==> config.mk <==
export PLATFORM = sky130hd
export DESIGN_NAME = pintest_ctrl
export DESIGN_NICKNAME = d
export VERILOG_FILES = /design/src/rtl/pintest_pkg.sv /design/src/rtl/pintest_strap.sv /design/src/rtl/pintest_chain.sv /design/src/rtl/pintest_padsel.sv /design/src/rtl/pintest_ctrl.sv
export SDC_FILE = /design/constraint.sdc
export NUM_CORES = 1
export LEC_CHECK = 0
export ABC_AREA = 0
export BUFFER_PORTS_ARGS = -buffer_cell sky130_fd_sc_hd__buf_2
export CELL_PAD_IN_SITES_DETAIL_PLACEMENT = 1
export CELL_PAD_IN_SITES_GLOBAL_PLACEMENT = 2
export CORE_AREA = 2 2 39 41
export DETAILED_ROUTE_END_ITERATION = 6
export DIE_AREA = 0 0 41 43
export PLACE_DENSITY = 0.63
export SYNTH_ARGS = -nofsm -noshare
export SYNTH_HDL_FRONTEND = slang
export SYNTH_SLANG_ARGS = --single-unit
==> constraint.sdc <==
create_clock -name clk -period 1.28 [get_ports clk]
set_clock_uncertainty 0.1 [all_clocks]
set_input_delay 0.256 -clock clk [delete_from_list [all_inputs] [get_ports clk]]
set_output_delay 0.256 -clock clk [all_outputs]
set_load 0.03 [all_outputs]
==> src/rtl/pintest_pkg.sv <==
package pintest_pkg;

    localparam int unsigned DEF_TAPS  = 6;
    localparam int unsigned DEF_DELAY = 8;

    typedef enum logic {
        SS_COUNT  = 1'b0,
        SS_LOCKED = 1'b1
    } strap_state_e;

    typedef struct packed {
        strap_state_e state;
        logic         test_en;
    } strap_stat_t;

    function automatic logic nand2(input logic a, input logic b);
        return ~(a & b);
    endfunction

endpackage

==> src/rtl/pintest_strap.sv <==
module pintest_strap
    import pintest_pkg::*;
#(
    parameter int unsigned DELAY = DEF_DELAY
) (
    input  logic        clk,
    input  logic        por,
    input  logic        strap_in,
    output strap_stat_t stat
);

    localparam int unsigned CW = (DELAY > 1) ? $clog2(DELAY) : 1;
    localparam logic [CW-1:0] LAST = CW'(DELAY - 1);

    logic [CW-1:0] cnt_q;
    strap_stat_t   stat_q;

    always_ff @(posedge clk) begin
        if (por) begin
            cnt_q          <= '0;
            stat_q.state   <= SS_COUNT;
            stat_q.test_en <= 1'b0;
        end else if (stat_q.state == SS_COUNT) begin
            if (cnt_q == LAST) begin
                stat_q.state   <= SS_LOCKED;
                stat_q.test_en <= strap_in;
            end else begin
                cnt_q <= cnt_q + 1'b1;
            end
        end
    end

    assign stat = stat_q;

    AST_NO_MODE_BEFORE_LOCK: assert property (@(posedge clk) disable iff (por)
        (stat_q.state == SS_COUNT) |-> !stat_q.test_en);

    AST_LOCK_TAKES_STRAP: assert property (@(posedge clk) disable iff (por)
        $rose(stat_q.state == SS_LOCKED) |-> (stat_q.test_en == $past(strap_in)));

    AST_MODE_HELD: assert property (@(posedge clk) disable iff (por)
        $past(stat_q.state == SS_LOCKED) |-> $stable(stat_q.test_en));

endmodule

==> src/rtl/pintest_chain.sv <==
module pintest_chain
    import pintest_pkg::*;
#(
    parameter int unsigned TAPS = DEF_TAPS
) (
    input  logic [TAPS-1:0] taps,
    output logic            tree_out
);

    logic [TAPS-1:0] stage;

    for (genvar g = 0; g < TAPS; g++) begin : g_stage
        if (g == 0) begin : g_head
            assign stage[g] = nand2(taps[g], 1'b1);
        end else begin : g_link
            assign stage[g] = nand2(taps[g], stage[g-1]);
        end
    end

    assign tree_out = stage[TAPS-1];

endmodule

==> src/rtl/pintest_padsel.sv <==
module pintest_padsel (
    input  logic test_en,
    input  logic tree_out,
    input  logic func_val,
    output logic pin_drive
);

    always_comb begin
        if (test_en) pin_drive = tree_out;
        else         pin_drive = func_val;
    end

endmodule

==> src/rtl/pintest_ctrl.sv <==
module pintest_ctrl
    import pintest_pkg::*;
#(
    parameter int unsigned TAPS  = DEF_TAPS,
    parameter int unsigned DELAY = DEF_DELAY
) (
    input  logic            clk,
    input  logic            por,
    input  logic            strap_in,
    input  logic [TAPS-1:0] dig_in,
    input  logic            func_val,
    output logic            pin_drive,
    output logic            test_mode
);

    strap_stat_t stat;
    logic        tree_out;

    pintest_strap #(.DELAY(DELAY)) u_strap (
        .clk      (clk),
        .por      (por),
        .strap_in (strap_in),
        .stat     (stat)
    );

    pintest_chain #(.TAPS(TAPS)) u_chain (
        .taps     (dig_in),
        .tree_out (tree_out)
    );

    pintest_padsel u_padsel (
        .test_en   (stat.test_en),
        .tree_out  (tree_out),
        .func_val  (func_val),
        .pin_drive (pin_drive)
    );

    assign test_mode = stat.test_en;

    AST_NEAR_TAP_LOW_HIGH: assert property (@(posedge clk) disable iff (por)
        (test_mode && !dig_in[TAPS-1]) |-> pin_drive);

    AST_ALL_LOW_HIGH: assert property (@(posedge clk) disable iff (por)
        (test_mode && (dig_in == '0)) |-> pin_drive);

endmodule

==> run summary <==
The vertical extent of the die works out to 43 um. The logs give 0 for the total count of max-transition violations in the final report and 126.2 ps for the worst slack on hold paths. The number of warnings reported in the yosys synthesis log was 0; the number of sinks on the clock net was 5.

The tools report the number of setup violations in the final report as 1. The detail route stage leaves a number of antenna-violating nets equal to 0. Summing over every cut layer, the via total after detailed routing is 243. The area of the die came out at 1763 sq um.

For the final worst slack, the log shows -145.8 ps. The run gives 0 as the number of antenna diodes. The die is 41 um wide. Startpoint kind of the worst setup timing path: a flop.

The global placer's final weighted congestion was 0.5963. The arrival time at the worst endpoint came out at 1070 ps. The logs give 1 for the detailed-routing iteration count for the pre-antenna-repair pass and 0 for the final-report hold violation count. The netlist uses 13 different library cells. Final routed wirelength across all metal layers: 596 um. After floorplanning, the core was divided into 14 placement rows. For the largest net degree at the start of global routing, the log shows 6. The worst path uses 111.4% of the clock period. Prior to clock tree synthesis, the placed netlist has a worst setup slack of -38.06 ps.

The filler cells instantiated in the layout total 174. The region available for standard cell placement spans 1384 sq um. The initial antenna violation count is 0. The tools report the placed wire-length estimate as 455.9 um. The run finished, with violations left. Dividing total power by cell area gives a power density of 1062 nW/um^2. The placed standard-cell area was 319.1 sq um. The synthesized design contains 5 register bits.

The number of buffers between clock root and the deepest sink is 2. At the pin with the least slew margin, the transition time is 243.0 ps. Count of port buffers added during placement: 11.

The root buffer cell chosen for the clock tree is sky130_fd_sc_hd__clkbuf_4. The tool flagged a number of max-cap violations equal to 0. The run gives 25 as the number of cells produced by synthesis. Counting the buffers created by CTS gives 3.

The routed via count divided by cell count works out to 4.190. The fmax was 701.4 MHz; the total track usage was 8.040%. The share of the yosys chip area belonging to registers was 44.44%; the maximum level of the CTS H-tree was 1. STA puts the critical path data required time at 920 ps. Headroom to the max-slew limit came out at 83.78%. Summed over all failing endpoints, the final setup total negative slack is -145.8 ps.

After synthesis the cells add up to 225.2 sq um. The count of hold buffers inserted by post-cts repair was 0; the clock transition at the registers of the reported paths was 40 ps. The path class of the tightest hold or removal check is input pin to flop. After detailed routing, the average wire length per cell comes to 10.28 um.

The sort of element at the end of the critical path was an output port. The final reports fail on setup timing. The fraction of final layout cells sized beyond drive strength 1 was 57.14%.

Along the worst path, the maximum fanout reaches 4. Relative to the synthesized area, the layout overhead comes to 77.22%. The run gives 807 um as the wire length of the first global-routing pass. VDD sags by at most 0.0003151 V. The worst path in the final design needs a cycle of 1426 ps, including I/O delays and setup. The number of global-route vias before repair is 225. For this run, design rule violations remaining after detail routing come to 0. Setup repair after global routing could not meet its margin everywhere. The later pin in the worst-skew pair is clocked with a latency of 240 ps. The number of nets in the layout was 55. The number of nets handed over by synthesis was 37. Number of I/O pins: 12. For the leakage power, the log shows 0.1673 nW. A synthesized cell averages 9.009 sq um.

TritonCTS built the clock tree. The effective utilization at floorplan was 16.27%. The first routing iteration left 0 violations. Total grt overflow: 0. By startpoint and endpoint, the worst setup path is classified as flop to output port. With fillers left out, the area of the finished cells amounts to 399.1 sq um.
==> timing repair <==
action,4_1_cts,5_1_grt
setup endpoints to repair,5,2
resized for setup,8,4
pin swaps,3,1
setup buffers,0,1
gates cloned,0,0
==> routing by layer <==
layer | vias up | track usage (%) | wire, um | share of wire [%]
li1 | 120 | - | - | -
met1 | 105 | 6.774 | 217 | 36
met2 | 14 | 10.94 | 276 | 46
met3 | 4 | 4.712 | 75 | 13
met4 | 0 | 10.00 | 27 | 4.5
met5 | - | 0 | 0 | 0
==> synthesized netlist by cell type <==
cell | instances | area (sq um)
sky130_fd_sc_hd__a41oi_1 | 1 | 8.760
sky130_fd_sc_hd__nand3b_1 | 1 | 7.510
sky130_fd_sc_hd__xnor2_1 | 1 | 8.760
sky130_fd_sc_hd__dfxtp_1 | 5 | 100.1
sky130_fd_sc_hd__nand2_1 | 2 | 7.510
sky130_fd_sc_hd__o21ai_0 | 4 | 20.02
sky130_fd_sc_hd__mux2i_1 | 1 | 10.01
sky130_fd_sc_hd__ha_1 | 2 | 25.02
sky130_fd_sc_hd__a21oi_1 | 2 | 10.01
sky130_fd_sc_hd__nor2_1 | 3 | 11.26
sky130_fd_sc_hd__inv_1 | 1 | 3.750
sky130_fd_sc_hd__nor2b_1 | 1 | 6.260
sky130_fd_sc_hd__nor2_2 | 1 | 6.260
==> cell usage in the layout, fill, tap and decap left out <==
cell type / n
sky130_fd_sc_hd__a21oi_1: 2
sky130_fd_sc_hd__a41oi_2: 1
sky130_fd_sc_hd__buf_2: 10
sky130_fd_sc_hd__buf_4: 2
sky130_fd_sc_hd__buf_6: 1
sky130_fd_sc_hd__clkbuf_1: 1
sky130_fd_sc_hd__clkbuf_4: 3
sky130_fd_sc_hd__dfxtp_1: 2
sky130_fd_sc_hd__dfxtp_2: 2
sky130_fd_sc_hd__dfxtp_4: 1
sky130_fd_sc_hd__ha_4: 2
sky130_fd_sc_hd__inv_1: 1
sky130_fd_sc_hd__mux2i_1: 1
sky130_fd_sc_hd__nand2_1: 2
sky130_fd_sc_hd__nand3b_1: 1
sky130_fd_sc_hd__nor2_1: 3
sky130_fd_sc_hd__nor2_4: 1
sky130_fd_sc_hd__nor2b_4: 1
sky130_fd_sc_hd__o21ai_0: 3
sky130_fd_sc_hd__o21ai_1: 1
sky130_fd_sc_hd__xnor2_1: 1
==> sequential cells by signal, summed over array words and instances (netlist names) <==
register and count:
u_strap.cnt_q 3, u_strap.stat 2
==> cell families after synthesis <==
family	synth area share (%)
adders and majority gates	11.11
xor gates and xnor gates	3.890
muxes	4.445
DFF	44.45
buffers and inverters	1.665
and+or+nand+nor	17.23
AOI/OAI and AO/OA	17.22
==> worst paths after layout <==
check | startpoint | endpoint | slack [ps] | cells past startpoint
max | u_strap.stat[0]$_SDFFE_PP0P_ | pin_drive | -150 | 4
min reg2reg | u_strap.cnt_q[2]$_SDFFE_PP0P_ | u_strap.cnt_q[2]$_SDFFE_PP0P_ | 410 | 2
min | por | u_strap.cnt_q[0]$_SDFFE_PP0P_ | 130 | 2
max reg2reg | u_strap.cnt_q[0]$_SDFFE_PP0P_ | u_strap.stat[0]$_SDFFE_PP0P_ | 70 | 5
==> report_power, final <==
group	internal, mW	switching (mW)
Combinational	0.0358	0.0263
Sequential	0.167	0.0105
Clock	0.118	0.0664
==> per-stage QoR <==
step           power, mW  utilization (%)  instances
6_report          0.4239            28.84         58
3_5_place_dp      0.2272            23.06         53
5_1_grt           0.4515            28.84         58
4_1_cts           0.4269            27.03         57
2_1_floorplan     0.2003                -         25
3_3_place_gp      0.2239            23.06         53
==> worst max-delay path: stages, from the launching register on <==
cell	delay [ps]
sky130_fd_sc_hd__dfxtp_4	340
sky130_fd_sc_hd__nand3b_1	80
sky130_fd_sc_hd__o21ai_1	80
sky130_fd_sc_hd__a41oi_2	170
sky130_fd_sc_hd__buf_6	150
==> area by class of cell <==
class | count | area (sq um) | share of cell area (%)
Clock buffer | 4 | 26.28 | 6.583
Inverter | 1 | 3.754 | 0.9404
Sequential cell | 5 | 106.4 | 26.65
Timing Repair Buffer | 13 | 76.32 | 19.12
Multi-Input combinational cell | 19 | 166.4 | 41.69
Tap cell | 16 | 20.02 | 5.016
No activity file was read; power rests on OpenSTA's default activity.
